===== src/rtl/swa_pkg.sv =====
package swa_pkg;
  typedef enum logic [1:0] {
    K_RD  = 2'd0,
    K_WR  = 2'd1,
    K_RMW = 2'd2,
    K_RD2 = 2'd3
  } kind_e;

  typedef enum logic [2:0] {
    ST_IDLE,
    ST_ONE,
    ST_LO,
    ST_HI,
    ST_WLO,
    ST_WHI,
    ST_ACK
  } st_e;
endpackage


===== src/rtl/swa_decode.sv =====
module swa_decode #(
  parameter int IN_AW = 24,
  parameter int AW    = 20,
  parameter int SEG_W = 16
) (
  input  logic [IN_AW-1:0] addr_i,
  input  logic [AW-1:0]    base_i,
  input  logic             word_i,
  input  logic             seg_wrap_i,
  output logic [AW-1:0]    lo_o,
  output logic [AW-1:0]    hi_o,
  output logic             split_o
);
  localparam logic [AW:0] SEG_LAST = (AW+1)'((1 << SEG_W) - 1);

  logic [AW-1:0] maddr;
  logic [AW:0]   seg_end;
  logic          phys_hit;
  logic          seg_hit;

  assign maddr    = AW'(addr_i);
  assign seg_end  = {1'b0, base_i} + SEG_LAST;
  assign phys_hit = word_i && (maddr == {AW{1'b1}});
  assign seg_hit  = word_i && seg_wrap_i && ({1'b0, maddr} == seg_end);

  assign lo_o    = maddr;
  assign split_o = phys_hit || seg_hit;

  // physical wrap wins over segment wrap
  always_comb begin
    if (phys_hit)     hi_o = '0;
    else if (seg_hit) hi_o = base_i;
    else              hi_o = maddr + AW'(1);
  end
endmodule


===== src/rtl/swa_hold.sv =====
module swa_hold #(
  parameter int AW = 20
) (
  input  logic          clk_i,
  input  logic          rst_ni,
  input  logic          set_i,
  input  logic [AW-1:0] lo_i,
  input  logic [AW-1:0] hi_i,
  input  logic          clr_i,
  input  logic          cap_i,
  input  logic [15:0]   data_i,
  output logic          pending_o,
  output logic [AW-1:0] lo_o,
  output logic [AW-1:0] hi_o,
  output logic [15:0]   val_o
);
  logic [AW-1:0] lo_q, hi_q;
  logic [15:0]   val_q;

  // low address 0 never needs a split, so it marks "nothing pending"
  always_ff @(posedge clk_i or negedge rst_ni) begin
    if (!rst_ni) begin
      lo_q  <= '0;
      hi_q  <= '0;
      val_q <= '0;
    end else begin
      if (set_i) begin
        lo_q <= lo_i;
        hi_q <= hi_i;
      end else if (clr_i) begin
        lo_q <= '0;
      end
      if (cap_i) val_q <= data_i;
    end
  end

  assign pending_o = (lo_q != '0);
  assign lo_o      = lo_q;
  assign hi_o      = hi_q;
  assign val_o     = val_q;


  pend_set_chk: assert property (@(posedge clk_i) disable iff (!rst_ni)
    set_i |=> pending_o);

  pend_clr_chk: assert property (@(posedge clk_i) disable iff (!rst_ni)
    (clr_i && !set_i) |=> !pending_o);
endmodule


===== src/rtl/rm_split_access.sv =====
module rm_split_access
  import swa_pkg::*;
#(
  parameter int IN_AW = 24,
  parameter int AW    = 20,
  parameter int SEG_W = 16
) (
  input  logic             clk_i,
  input  logic             rst_ni,
  input  logic             seg_wrap_i,
  input  logic             req_i,
  input  logic             req_word_i,
  input  logic [1:0]       req_kind_i,
  input  logic [IN_AW-1:0] req_addr_i,
  input  logic [AW-1:0]    req_base_i,
  input  logic [15:0]      req_wdata_i,
  input  logic             wb_i,
  input  logic [15:0]      wb_data_i,
  output logic             ack_o,
  output logic [15:0]      rdata_o,
  output logic             mem_en_o,
  output logic             mem_we_o,
  output logic             mem_word_o,
  output logic [AW-1:0]    mem_addr_o,
  output logic [15:0]      mem_wdata_o,
  input  logic [15:0]      mem_rdata_i
);
  st_e           st_q, st_d;
  logic [AW-1:0] dec_lo, dec_hi;
  logic          dec_split;
  logic [AW-1:0] lo_q, hi_q;
  logic          word_q;
  kind_e         kind_q;
  logic [15:0]   wdata_q, rdata_q;
  logic          pend;
  logic [AW-1:0] pend_lo, pend_hi;
  logic [15:0]   pend_val;
  logic          accept, take_wb, hold_set;
  kind_e         req_kind;

  assign req_kind = kind_e'(req_kind_i);

  swa_decode #(.IN_AW(IN_AW), .AW(AW), .SEG_W(SEG_W)) u_decode (
    .addr_i     (req_addr_i),
    .base_i     (req_base_i),
    .word_i     (req_word_i),
    .seg_wrap_i (seg_wrap_i),
    .lo_o       (dec_lo),
    .hi_o       (dec_hi),
    .split_o    (dec_split)
  );

  assign take_wb  = (st_q == ST_IDLE) && pend && wb_i;
  assign accept   = (st_q == ST_IDLE) && !pend && req_i;
  assign hold_set = accept && dec_split && (req_kind == K_WR || req_kind == K_RMW);

  swa_hold #(.AW(AW)) u_hold (
    .clk_i     (clk_i),
    .rst_ni    (rst_ni),
    .set_i     (hold_set),
    .lo_i      (dec_lo),
    .hi_i      (dec_hi),
    .clr_i     (st_q == ST_WHI),
    .cap_i     (take_wb),
    .data_i    (wb_data_i),
    .pending_o (pend),
    .lo_o      (pend_lo),
    .hi_o      (pend_hi),
    .val_o     (pend_val)
  );

  always_comb begin
    st_d = st_q;
    unique case (st_q)
      ST_IDLE: begin
        if (take_wb) st_d = ST_WLO;
        else if (accept) begin
          if (!dec_split)            st_d = ST_ONE;
          else if (req_kind == K_WR) st_d = ST_ACK;
          else                       st_d = ST_LO;
        end
      end
      ST_ONE:  st_d = ST_ACK;
      ST_LO:   st_d = ST_HI;
      ST_HI:   st_d = ST_ACK;
      ST_WLO:  st_d = ST_WHI;
      ST_WHI:  st_d = ST_ACK;
      ST_ACK:  st_d = ST_IDLE;
      default: st_d = ST_IDLE;
    endcase
  end

  always_ff @(posedge clk_i or negedge rst_ni) begin
    if (!rst_ni) begin
      st_q    <= ST_IDLE;
      lo_q    <= '0;
      hi_q    <= '0;
      word_q  <= 1'b0;
      kind_q  <= K_RD;
      wdata_q <= '0;
      rdata_q <= '0;
    end else begin
      st_q <= st_d;
      if (accept) begin
        lo_q    <= dec_lo;
        hi_q    <= dec_hi;
        word_q  <= req_word_i;
        kind_q  <= req_kind;
        wdata_q <= req_wdata_i;
        rdata_q <= '0;
      end
      unique case (st_q)
        ST_ONE:  rdata_q <= word_q ? mem_rdata_i : {8'h00, mem_rdata_i[7:0]};
        ST_LO:   rdata_q[7:0]  <= mem_rdata_i[7:0];
        ST_HI:   rdata_q[15:8] <= mem_rdata_i[7:0];
        default: ;
      endcase
    end
  end

  always_comb begin
    mem_en_o    = 1'b0;
    mem_we_o    = 1'b0;
    mem_word_o  = 1'b0;
    mem_addr_o  = lo_q;
    mem_wdata_o = wdata_q;
    unique case (st_q)
      ST_ONE: begin
        mem_en_o   = 1'b1;
        mem_word_o = word_q;
        mem_we_o   = (kind_q == K_WR);
      end
      ST_LO:  mem_en_o = 1'b1;
      ST_HI: begin
        mem_en_o   = 1'b1;
        mem_addr_o = hi_q;
      end
      ST_WLO: begin
        mem_en_o    = 1'b1;
        mem_we_o    = 1'b1;
        mem_addr_o  = pend_lo;
        mem_wdata_o = {8'h00, pend_val[7:0]};
      end
      ST_WHI: begin
        mem_en_o    = 1'b1;
        mem_we_o    = 1'b1;
        mem_addr_o  = pend_hi;
        mem_wdata_o = {8'h00, pend_val[15:8]};
      end
      default: ;
    endcase
  end

  assign ack_o   = (st_q == ST_ACK);
  assign rdata_o = rdata_q;


  ack_pulse_chk: assert property (@(posedge clk_i) disable iff (!rst_ni)
    ack_o |=> !ack_o);

  word_edge_chk: assert property (@(posedge clk_i) disable iff (!rst_ni)
    (mem_en_o && mem_word_o) |-> (mem_addr_o != {AW{1'b1}}));

  phys_wrap_chk: assert property (@(posedge clk_i) disable iff (!rst_ni)
    (st_q == ST_HI && lo_q == {AW{1'b1}}) |-> (mem_addr_o == '0));

  refuse_chk: assert property (@(posedge clk_i) disable iff (!rst_ni)
    (st_q == ST_IDLE && pend && req_i && !wb_i) |=> (!mem_en_o && !ack_o));

  wb_idle_chk: assert property (@(posedge clk_i) disable iff (!rst_ni)
    (st_q == ST_IDLE && !pend && wb_i && !req_i) |=> (!mem_en_o && !ack_o));
endmodule


===== config.mk =====
export PLATFORM = sky130hd
export DESIGN_NAME = rm_split_access
export DESIGN_NICKNAME = d
export VERILOG_FILES = /design/src/rtl/swa_pkg.sv /design/src/rtl/swa_decode.sv /design/src/rtl/swa_hold.sv /design/src/rtl/rm_split_access.sv
export SDC_FILE = /design/constraint.sdc
export NUM_CORES = 1
export LEC_CHECK = 0
export BUFFER_PORTS_ARGS = -buffer_cell sky130_fd_sc_hd__buf_2
export CORE_MARGIN = 1.5
export CORE_UTILIZATION = 59
export DETAILED_ROUTE_END_ITERATION = 10
export GPL_TIMING_DRIVEN = 1
export PLACE_DENSITY = 0.87
export SETUP_SLACK_MARGIN = 0.05
export SYNTH_ARGS = -nofsm -noshare
export SYNTH_HDL_FRONTEND = slang
export SYNTH_SLANG_ARGS = --single-unit

===== constraint.sdc =====
create_clock -name clk_i -period 3.65 [get_ports clk_i]
set_clock_uncertainty 0.15 [all_clocks]
set_input_delay 0.1825 -clock clk_i [delete_from_list [all_inputs] [get_ports clk_i]]
set_output_delay 0.1825 -clock clk_i [all_outputs]
set_load 0.02 [all_outputs]

Word level (Yosys, flattened, before mapping) --
Index checks and enable logic that the tools add are counted.
Cells by class: add/subtract/negate cells 2, equality and inequality tests 12, multiplexer cells 18, reduce and logical (&&, ||, !) cells 20
Operators with widths (count):
- 2-to-1 mux 20 bit | 4
- one-hot mux 20 bit (3 select lines) | 1
- 2-to-1 mux 16 bit | 2
- one-hot mux 16 bit (2 select lines) | 1
- one-hot mux 8 bit (2 select lines) | 2
- adder 20 x 16 -> 21 bit, second input constant | 1
- == test 20 x 21 -> 1 bit | 1
- adder 20 x 1 -> 20 bit, second input constant | 1
- == test 20 bit, second input constant | 1
- nonzero test 20 bit | 1
- 2-to-1 mux 3 bit | 4
- one-hot mux 3 bit (4 select lines) | 1
- == test 3 bit, second input constant | 3
- logical AND 1 bit | 9
- == test 3 x 2 -> 1 bit, second input constant | 2
- nonzero test 3 bit | 2
- OR reduction 5 bit | 1
- == test 2 x 1 -> 1 bit, second input constant | 2
- == test 3 x 1 -> 1 bit, second input constant | 1
- zero test 3 bit | 1
- != test 3 bit, second input constant | 1
- OR reduction 3 bit | 1
- == test 2 bit, second input constant | 1
- logical OR 1 bit | 2
- 5 further kinds | 6
Word-level totals: flip-flop bits (word level) 134

Depth between registers and ports, before layout --
Gate-level depths: netlist of run 1.
depth after elaboration 8, depth in mapped cells 12, depth with buffers taken out 10

Hierarchy --
A second synthesis of run 1 with hierarchy kept.
Unflattened totals: cells, all modules 689, area, all modules 7831.3 um2
By module, submodules not included:
- rm_split_access | times used 1, cells each 310, area each 3873.7 um2, sequential area each 1951.9 um2
- swa_hold | times used 1, cells each 129, area each 2263.4 um2, sequential area each 1401.3 um2
- swa_decode | times used 1, cells each 250, area each 1694.1 um2, sequential area each 0.0 um2

Worst setup path before layout of run 1 --
OpenSTA, ideal clock, no wires.
kind in2reg, from in req_base_i[2], to reg u_hold.hi_q[4], in the netlist u_hold.hi_o[4], library setup time 0.121 ns, arrival time 2.532 ns, required time 3.379 ns, setup slack 0.847 ns, cell stages on the path 11, path buffers 3, path through buf_6 -> or4_4 -> or4b_1 -> a211oi_2 -> a211oi_1 -> nor4_1 -> and4_1 -> buf_4 -> o21ai_2 -> buf_6 -> a22o_1
On the way: cells in the longest elaborated chain, start to end 6
RTL lines:
- start, declared | line rm_split_access.sv:15 | input logic [AW-1:0] req_base_i,
- adder 20 x 16 -> 21 bit (*) | line swa_decode.sv:22 | assign seg_end = {1'b0, base_i} + SEG_LAST;
- == test 20 x 21 -> 1 bit (*) | line swa_decode.sv:24 | assign seg_hit = word_i && seg_wrap_i && ({1'b0, maddr} == seg_end);
- logical AND 1 bit (*) | line swa_decode.sv:24
- logical OR 1 bit | line swa_decode.sv:27 | assign split_o = phys_hit || seg_hit;
- logical AND 1 bit (2 in series) | line rm_split_access.sv:55 | assign hold_set = accept && dec_split && (req_kind == K_WR || req_kind == K_RMW);
- end signal, assigned | line swa_hold.sv:29 | hi_q <= hi_i;
- end, declared | line swa_hold.sv:17 | logic [AW-1:0] lo_q, hi_q;
Every way passes the cells marked *; elsewhere a longest branch is shown, timed or not. A chain may end at the register's enable or synchronous reset.

Worst setup path in the final report of run 1 --
from in req_base_i[0], to reg hi_q[9]
On the way: cells in the longest elaborated chain, start to end 5
RTL lines:
- adder 20 x 16 -> 21 bit | line swa_decode.sv:22
- == test 20 x 21 -> 1 bit | line swa_decode.sv:24
- logical AND 1 bit | line swa_decode.sv:24
- 2-to-1 mux 20 bit | line swa_decode.sv:32 | else if (seg_hit) hi_o = base_i;
- 2-to-1 mux 20 bit | line swa_decode.sv:31 | if (phys_hit) hi_o = '0;
- end signal, assigned | line rm_split_access.sv:106 | hi_q <= dec_hi;
- end, declared | line rm_split_access.sv:31 | logic [AW-1:0] lo_q, hi_q;
No other way between the ends.

==> impl_metrics.yaml, run 1 <==
placement:
  placed_cell_area_um2: 7930
  port_buffers: 151
  dp_hpwl_um: 12900
  post-place-cells: 1016
  gp_congestion: 0.872
clock_network:
  clkSlewWorstSetupHoldPaths_ns: 0.06
  cts_buffer_depth: 2
  cts_tree: "yes"
  htree_levels: 4
  cts_made_buffers: 17
  cts_setup_buffers: 0
  cts_root_buf: "clkbuf_16"
  cts_sinks: 134
  clock_latency_ns: 0.42
final_layout:
  area_growth_syn_to_layout_pct: 33.1
  diodes: 0
  drive_gt1_share_pct: 22.9
  fin_nets: 1082
  stdcell_area_um2: 9420
  stdcell_count: 1135
synthesis:
  async_flop_share_pct: 100
  ys_seq_area_share_pct: 47.4
  synth_warnings: 0
  yosysTopAreaCell: "dfrtp_1"
  avgSynthCellArea_um2: 9.41
  synth.top_cell.area_share_pct: 47.4
  ys.flop_type: "dfrtp_1"
  syn_area_um2: 7080
  synth_nets: 855
  synth_top_cells_by_count: "156 x nand2_1, 134 x dfrtp_1, 57 x o21ai_1"
  yosysMostFrequentCell: "nand2_1"
  synth_edf_count: 0
  ys_ff_latch: 134
  yosys-top-cells-area: "dfrtp_1 47%, nand2_1 8.3%, mux2i_1 6.8%"
  postSynthCellCount: 752
  ys_types: 52
critical_path:
  cpLargestDelayFamily: "compound AO/OA/AOI/OAI gates"
  ff2ff_setup_slack_ns: 0.31
  critical_path_arrival_ns: 3.67
  max_stage_delay_ns: 0.53
  cp_slowest_cell: "dlygate4sd3_1"
  worst-path-max-fanout: 10
  startpoint_type: "input pin"
  cp.required_ns: 3.80
  critPathBufInv: 4
  timing.rr.end: "rdata_o[11]$_DFFE_PN0P_"
  worst_setup_path_end_kind: "flip-flop"
  rr_worst_depth: 9
  path_cells: "dlygate4sd3_1, buf_2, inv_1, ha_1, xnor2_1, a2111oi_2, o211ai_1, a2111o_1, nor4_1, and4_4, buf_4, mux2i_1, o21ai_1"
  rr_startpoint: "u_hold.lo_o[7]$_DFFE_PN0P_"
  path_class: "in -> reg"
sta:
  fin_crit_sh_pct: 96.5
  rsz0062_at_grt: "false"
  max_freq_mhz: 284
  max_slew.worst_pin.slew_ns: 0.955
  max_slew_margin_pct: 36.1
  hold_viol: 0
  drv_slew: 0
  period_needed_ns: 3.52
  finalSetupViolations: 0
  tns_ns: 0
run_status:
  outcome: "finished, violations left"
  violations: "design-rule violations"
power:
  p_per_area_nw_per_um2: 751
  p_leak_nw: 4.55
  vdd_drop_max_mv: 0.453
detailed_routing:
  drc_errors: 20
  drt-total-wl_um: 22700
  drtAntennaViolNets: 0
  wire_per_inst_um: 20.0
  drtIter0Drc: 1073
  via_per_inst: 6.17
  drt_first_pass_iters: 9
  vias: 7007
global_route:
  grtUsageTotal_pct: 36.5
  gr-total-overflow: 0
  grt_pass1_vias: 6930
  grt_pass1_wl_um: 36000
  grt_max_degree: 90
  antenna_found_initial: 0
floorplan:
  start_util_pct: 61.2
  die_area_um2: 12700
  die_w_um: 113
  core_um2: 11600
  die_y_um: 113
  io-pin-count: 156
  fp-row-count: 39
worst_hold_path:
  min_path_type: "in -> reg"
  hold_path_startpoint: "req_i"
  min_to: "st_q[2]$_DFFE_PN0P_"
  hold_depth: 5
run:
  maxCapViolations: 0
worst max-delay path by stage:
stage | end | slack (ns) | start | cells after the start
global route | hi_q[4]$_DFFE_PN0P_ | 0.07 | req_base_i[0] | 13
floorplan | u_hold.hi_o[4]$_DFFE_PN0P_ | 0.85 | req_base_i[2] | 11
finish | hi_q[9]$_DFFE_PN0P_ | 0.13 | req_base_i[0] | 13
detailed placement | hi_q[4]$_DFFE_PN0P_ | 0.25 | req_base_i[0] | 12
CTS | hi_q[9]$_DFFE_PN0P_ | 0.09 | req_base_i[0] | 13
global placement | hi_q[5]$_DFFE_PN0P_ | 0.34 | req_base_i[0] | 12
worst min-delay path, delay by kind of cell:
kind | cells | cell delay [ns]
and+or+nand+nor | 3 | 0.16
buffers and inverters | 1 | 0.12
AOI/OAI and AO/OA | 1 | 0.06
registers in the layout (all words and copies together) (netlist names):
register	flops
kind_q	2
u_hold.lo_o	20
rdata_o	16
u_hold.val_o	16
word_q	1
wdata_q	16
st_q	3
lo_q	20
hi_q	20
u_hold.hi_o	20
logic make-up (layout without fill, tap and decap cells):
group	count (synthesis)	after routing	synth area share, %
compound gates	157	157	15.1
mux	64	64	9.33
flops	134	134	47.4
xor+xnor	44	44	5.44
simple gates	270	270	17.2
fa+ha+maj	3	3	0.530
buf+inv	80	320	5.07
per-layer routing:
metal / up-vias / routed length (um) / track usage (%)
li1: 3089 / - / -
met5: - / 0 / 0
met2: 476 / 11000 / 61.3
met1: 3378 / 9040 / 46.7
met3: 64 / 2080 / 7.88
met4: 0 / 663 / 14.0
cell type report:
class	count	area, um2
clock buffers	20	467
clock inverters	12	151
inverters	33	124
fillers	645	2140
well taps	143	179
multi-input cells	538	3380
flip-flops and latches	134	3350
repair buffers	255	1770
cells in the final DEF (no fill, tap or decap), drive strengths merged, types with 2 or more instances in the layout:
master / synthesis / final
inv: 33 / 33
a31oi: 4 / 4
o21ai: 85 / 85
nand3: 13 / 13
ha: 3 / 3
mux2: 16 / 16
and3b: 2 / 2
clkinvlp: 0 / 2
a221o: 20 / 20
nor2: 40 / 40
a41oi: 2 / 2
mux2i: 48 / 48
dfrtp: 134 / 134
and3: 9 / 9
nand2b: 3 / 3
a222oi: 8 / 8
clkinv: 0 / 7
nand2: 156 / 156
clkbuf: 32 / 20
nor2b: 3 / 3
dlygate4sd3: 0 / 87
a21oi: 4 / 4
nor4: 12 / 12
nor3: 9 / 9
and2: 11 / 11
nand3b: 2 / 2
o211ai: 2 / 2
buf: 15 / 168
a22o: 20 / 20
xnor2: 34 / 34
xor2: 10 / 10
bufinv: 0 / 3
nor3b: 2 / 2
nand4: 4 / 4
a211oi: 3 / 3
a22oi: 2 / 2
what timing repair did:
action / CTS / global route
endpoints found under the setup margin: 0 / 60
hold buffers: 87 / 0
gates resized for setup: 0 / 4
hold endpoints to repair: 169 / 0
power by group:
| part | internal [mW] | total (mW) | leakage (nW) | switching [mW] |
|---|---|---|---|---|
| registers | 1.99 | 2.33 | 1.74 | 0.342 |
| clock network | 1.13 | 1.78 | 0.302 | 0.651 |
| logic | 1.08 | 2.98 | 2.50 | 1.90 |
through the flow:
| stage | hold WS, ns | total power [mW] | worst slack [ns] | util [%] |
|---|---|---|---|---|
| 2_1_floorplan | -0.263 | 4.11 | 0.847 | - |
| 6_report | 0.00322 | 7.08 | 0.127 | 81.5 |
| 3_3_place_gp | 0.231 | 4.89 | 0.337 | 68.5 |
| 4_1_cts | 0.000473 | 6.88 | 0.0870 | 81.4 |
| 3_5_place_dp | 0.234 | 5.00 | 0.250 | 68.5 |
| 5_1_grt | 0.0238 | 7.41 | 0.0705 | 81.5 |
No activity file was read; power rests on OpenSTA's default activity.
==> run 2, diff against run 1 <==
ABC_AREA = 1   (was not set)
CORE_UTILIZATION = 60   (was 59)
==> impl_metrics.yaml, run 2 <==
synthesis:
  syn_area_um2: 7540
  async_flop_share_pct: 100
  avgSynthCellArea_um2: 7.48
  synth_nets: 1112
  ys_types: 40
  ys.flop_type: "dfrtp_1"
  yosysTopAreaCell: "dfrtp_1"
  yosysMostFrequentCell: "nand2_1"
  synth.top_cell.area_share_pct: 44.5
  yosys-top-cells-area: "dfrtp_1 44%, nand2_1 17%, inv_1 6.0%"
  synth_warnings: 0
  synth_edf_count: 0
  synth_top_cells_by_count: "340 x nand2_1, 134 x dfrtp_1, 121 x inv_1"
  ys_seq_area_share_pct: 44.5
  ys_ff_latch: 134
  postSynthCellCount: 1009
final_layout:
  area_growth_syn_to_layout_pct: 27.0
  final_cell_mix: "340 x nand2_1, 150 x buf_2, 134 x dfrtp_1, 120 x inv_1, 73 x o21ai_0"
  fillers: 756
  fin_nets: 1316
  mostFrequentLayoutCell: "nand2_1"
  drive_gt1_share_pct: 19.9
  diodes: 0
floorplan:
  die_y_um: 115
  start_util_pct: 62.0
  die_area_um2: 13300
  core_um2: 12200
  die_w_um: 115
  fp-row-count: 40
  io-pin-count: 156
critical_path:
  cpLargestDelayFamily: "simple AND/OR/NAND/NOR gates"
  cp_common_cell: "nand4_1"
  worst_setup_path_end_kind: "flip-flop"
  worst-path-max-fanout: 101
  startpoint_type: "flip-flop"
  critical_path_arrival_ns: 3.44
  path_class: "reg -> reg"
  path_cells: "inv_1, nand4_1, nor4_1, nand4_1, nor3_2, inv_2, buf_4, nand3_1, o211ai_1, dlygate4sd3_1"
  cp.required_ns: 3.78
  cp_slowest_cell: "dlygate4sd3_1"
  max_stage_delay_ns: 0.64
  critPathBufInv: 4
placement:
  dp_hpwl_um: 14400
  port_buffers: 151
  gp_congestion: 0.944
  dpl_worst_slack_ns: 0.525
detailed_routing:
  vias: 8211
  drt_first_pass_iters: 8
  drt-total-wl_um: 25300
  wire_per_inst_um: 18.1
  drtAntennaViolNets: 0
  drtIter0Drc: 1229
  via_per_inst: 5.89
  drc_errors: 0
clock_network:
  cts_made_buffers: 17
  clock_latency_ns: 0.44
  cts_tree: "yes"
  cts_buffer_depth: 2
  htree_levels: 4
  cts_sinks: 134
  clkSlewWorstSetupHoldPaths_ns: 0.06
  cts_setup_buffers: 0
  cts_root_buf: "clkbuf_16"
run_status:
  outcome: "completed"
global_route:
  grt_max_degree: 102
  grt_pass1_vias: 8009
  gr-total-overflow: 0
  grt_pass1_wl_um: 39600
  antenna_found_initial: 0
  grtUsageTotal_pct: 39.3
sta:
  max_freq_mhz: 302
  rsz0062_at_grt: "false"
  drv_slew: 0
  max_slew_margin_pct: 36.8
  fin_ws_ns: 0.341
  period_needed_ns: 3.31
  max_slew.worst_pin.slew_ns: 0.948
  finalSetupViolations: 0
  tns_ns: 0
  fin_crit_sh_pct: 90.7
  hold_viol: 0
run:
  maxCapViolations: 0
power:
  switchingPower_mw: 2.64
  switching_share_pct: 41.8
  combinationalPowerShare_pct: 39.6
  p_seq_share_pct: 34.1
  p_per_area_nw_per_um2: 658
  clkPwrFrac_pct: 26.3
  p_leak_nw: 5.02
  internal-power_mw: 3.67
  vdd_drop_max_mv: 0.416
worst_hold_path:
  min_path_type: "in -> reg"
[run 2: cell types whose count changed in the layout (fill, tap and decap cells not counted), moves of 20 or more]
| cell | before | now |
|---|---|---|
| a21oi_1 | 4 | 24 |
| a22o_1 | 20 | 0 |
| dlygate4sd3_1 | 87 | 62 |
| inv_1 | 31 | 120 |
| mux2i_1 | 48 | 0 |
| nand2_1 | 156 | 340 |
| nand3_1 | 12 | 54 |
| o211ai_1 | 2 | 23 |
| o21ai_0 | 27 | 73 |
| o21ai_1 | 57 | 10 |
| o22ai_1 | 0 | 20 |
| o22ai_2 | 0 | 20 |
| xnor2_1 | 34 | 8 |
[run 2: cells by family after synthesis]
group | after synthesis | synth area share (%)
compound gates | 176 | 15.0
xor+xnor | 22 | 2.55
flops | 134 | 44.5
buf+inv | 170 | 9.06
simple gates | 504 | 28.4
fa+ha+maj | 3 | 0.498
[run 2: final timing paths]
check                      depth (start not counted)  slack (ns)                     endpoint                        from
max                                               10        0.34      rdata_o[11]$_DFFE_PN0P_  u_hold.lo_o[6]$_DFFE_PN0P_
min                                                3       0.008  u_hold.lo_o[12]$_DFFE_PN0P_              req_addr_i[12]
max reg2reg                                       10        0.34      rdata_o[11]$_DFFE_PN0P_  u_hold.lo_o[6]$_DFFE_PN0P_
min reg2reg                                        2        0.33       wdata_q[5]$_DFFE_PN0P_      wdata_q[5]$_DFFE_PN0P_
max in group asynchronous                          3        2.21       rdata_o[7]$_DFFE_PN0P_                      rst_ni
min in group asynchronous                          2        0.23          hi_q[5]$_DFFE_PN0P_                      rst_ni
[run 2: per-stage QoR]
stage	utilization (%)	instance area, um2	total power, mW	hold WS (ns)	cells
final	78.8	9580	6.31	0.00833	1393
after global routing	78.8	9580	6.58	0.0112	1393
after CTS	78.8	9580	6.07	0.00704	1393
after detailed placement	69.2	8410	4.36	0.132	1300
after global placement	69.2	8410	4.28	0.125	1300
after floorplan	-	7540	3.57	-0.263	1009
[run 2: routing by layer]
layer / routed length, um / vias up / track usage [%]
met5: 0 / - / 0
met4: 1680 / 0 / 28.1
met3: 2520 / 149 / 8.17
met2: 11800 / 635 / 62.9
met1: 9280 / 3765 / 47.6
li1: - / 3662 / -
[run 2: power by group through the flow]
stage          combinational, mW  sequential [mW]  clock [mW]
2_1_floorplan               1.44             2.13           0
3_3_place_gp                2.19             2.10           0
3_5_place_dp                2.24             2.12           0
4_1_cts                     2.36             2.11        1.61
5_1_grt                     2.70             2.18        1.71
6_report                    2.50             2.15        1.66
[run 2: what timing repair did]
action,4_1_cts,5_1_grt
hold buffers,62,0
hold endpoints to repair,135,0
setup endpoints to repair,0,2
gates resized for setup,0,1
[run 2: final cells by class]
| class | instances | area, um2 | area share [%] |
|---|---|---|---|
| multi-input combinational | 705 | 3510 | 36.6 |
| sequential | 134 | 3350 | 35.0 |
| timing repair buffer | 226 | 1480 | 15.4 |
| inverter | 129 | 484 | 5.05 |
| clock buffer | 19 | 433 | 4.52 |
| tap | 168 | 210 | 2.19 |
| clock inverter | 12 | 113 | 1.18 |
[run 2: worst min-delay path, stage by stage]
cell and delay (ns):
buf_2 0.12, inv_1 0.12, o22ai_2 0.10
==> run 3, diff against run 2 <==
RECOVER_POWER = 25   (was not set)
==> impl_metrics.yaml, run 3 (synthesis gave the netlist of run 2 again) <==
final_layout:
  area_growth_syn_to_layout_pct: 27.0
  stdcell_count: 1393
  fin_nets: 1316
  diodes: 0
  drive_gt1_share_pct: 19.9
  mostFrequentLayoutCell: "nand2_1"
  final_cell_mix: "340 x nand2_1, 150 x buf_2, 134 x dfrtp_1, 120 x inv_1, 73 x o21ai_0"
placement:
  gp_congestion: 0.944
  post-place-cells: 1300
  dpl_worst_slack_ns: 0.525
  dp_hpwl_um: 14400
  port_buffers: 151
floorplan:
  io-pin-count: 156
  core_um2: 12200
  die_y_um: 115
  fp-row-count: 40
  die_area_um2: 13300
  die_w_um: 115
  start_util_pct: 62.0
sta:
  holdWs_ns: 0.00333
  rsz0062_at_grt: "false"
  max_slew_margin_pct: -39.0
  period_needed_ns: 3.31
  hold_viol: 0
  max_freq_mhz: 302
  finalSetupViolations: 0
  fin_crit_sh_pct: 90.8
  fin_ws_ns: 0.336
  tns_ns: 0
  max_slew.worst_pin.slew_ns: 2.08
  drv_slew: 85
clock_network:
  cts_tree: "yes"
  htree_levels: 4
  cts_root_buf: "clkbuf_16"
  clkSlewWorstSetupHoldPaths_ns: 0.06
  cts_made_buffers: 17
  cts_setup_buffers: 0
  cts_buffer_depth: 2
  cts_sinks: 134
  clock_latency_ns: 0.44
critical_path:
  timing.rr.end: "rdata_o[11]$_DFFE_PN0P_"
  cp_slowest_cell: "dlygate4sd3_1"
  cp.required_ns: 3.78
  rr_startpoint: "u_hold.lo_o[6]$_DFFE_PN0P_"
  ff2ff_setup_slack_ns: 0.34
  rr_worst_depth: 10
  worst-path-max-fanout: 101
  cp_common_cell: "nand4_1"
  max_stage_delay_ns: 0.64
  worst_setup_path_end_kind: "flip-flop"
  path_class: "reg -> reg"
  critical_path_arrival_ns: 3.45
  path_cells: "inv_1, nand4_1, nor4_1, nand4_1, nor3_2, inv_2, buf_4, nand3_1, o211ai_1, dlygate4sd3_1"
  critPathBufInv: 4
  startpoint_type: "flip-flop"
  cpLargestDelayFamily: "simple AND/OR/NAND/NOR gates"
global_route:
  grt_pass1_vias: 8009
  antenna_found_initial: 0
  grt_max_degree: 102
  gr-total-overflow: 0
  grtUsageTotal_pct: 39.3
  grt_pass1_wl_um: 39600
worst_hold_path:
  hold_path_startpoint: "req_addr_i[12]"
  hold_depth: 3
  min_path_type: "in -> reg"
  min_to: "u_hold.lo_o[12]$_DFFE_PN0P_"
detailed_routing:
  drt-total-wl_um: 25300
  vias: 8232
  drt_first_pass_iters: 6
  wl_met3_um: 2440
  wire_per_inst_um: 18.1
  drtAntennaViolNets: 0
  dr.max_layer_used: "met4"
  drtIter0Drc: 1229
  drc_errors: 0
  wl_met1_um: 9310
  wl_met2_um: 11800
  via_per_inst: 5.91
power:
  p_per_area_nw_per_um2: 659
  p_leak_nw: 5.02
  vdd_drop_max_mv: 0.416
run_status:
  outcome: "finished, violations left"
  violations: "max-capacitance violations, max-slew violations"
run:
  maxCapViolations: 1
run 3: cell types whose count changed in the layout (fill, tap and decap cells not counted):
cell	delta
buf_6	-1
clkbuf_2	+1
run 3: worst min-delay path, stage by stage:
cell,delay [ns]
buf_2,0.12
inv_1,0.12
o22ai_2,0.10
run 3: power breakdown:
group	internal [mW]	total (mW)	switching, mW
clock network	0.988	1.66	0.673
logic	0.799	2.50	1.70
registers	1.88	2.15	0.269
total	3.67	6.31	2.64
run 3: how the worst max path moves through the flow:
stage	start	endpoint	slack (ns)	depth (start not counted)
after floorplan	u_hold.lo_o[6]$_DFFE_PN0P_	rdata_o[10]$_DFFE_PN0P_	1.56	10
after CTS	u_hold.lo_o[7]$_DFFE_PN0P_	st_q[2]$_DFFE_PN0P_	0.49	12
after global placement	st_q[2]$_DFFE_PN0P_	st_q[2]$_DFFE_PN0P_	0.55	9
final	u_hold.lo_o[6]$_DFFE_PN0P_	rdata_o[11]$_DFFE_PN0P_	0.34	10
after global routing	u_hold.lo_o[6]$_DFFE_PN0P_	rdata_o[11]$_DFFE_PN0P_	0.15	10
after detailed placement	st_q[2]$_DFFE_PN0P_	st_q[2]$_DFFE_PN0P_	0.53	9
run 3: metrics by stage:
stage | power, mW | area [um2] | util, %
3_5_place_dp | 4.36 | 8410 | 69.2
4_1_cts | 6.07 | 9580 | 78.8
2_1_floorplan | 3.57 | 7540 | -
3_3_place_gp | 4.28 | 8410 | 69.2
6_report | 6.31 | 9580 | 78.7
5_1_grt | 6.58 | 9580 | 78.7
run 3: cell type report:
class	count	area (um2)
multi-input combinational	705	3510
tap	168	210
sequential	134	3350
clock buffer	19	433
clock inverter	12	113
timing repair buffer	226	1470
fill	757	2580
inverter	129	484
run 3: per-layer routing:
layer	GRT usage [%]	vias to the layer above
li1	-	3664
met1	47.6	3772
met2	62.9	636
met3	8.17	160
met4	28.1	0
met5	0	-
run 3: what timing repair did:
item,CTS,global route
setup endpoints to repair,0,2
resized for setup,0,1
hold endpoints to repair,135,0
hold buffers,62,0
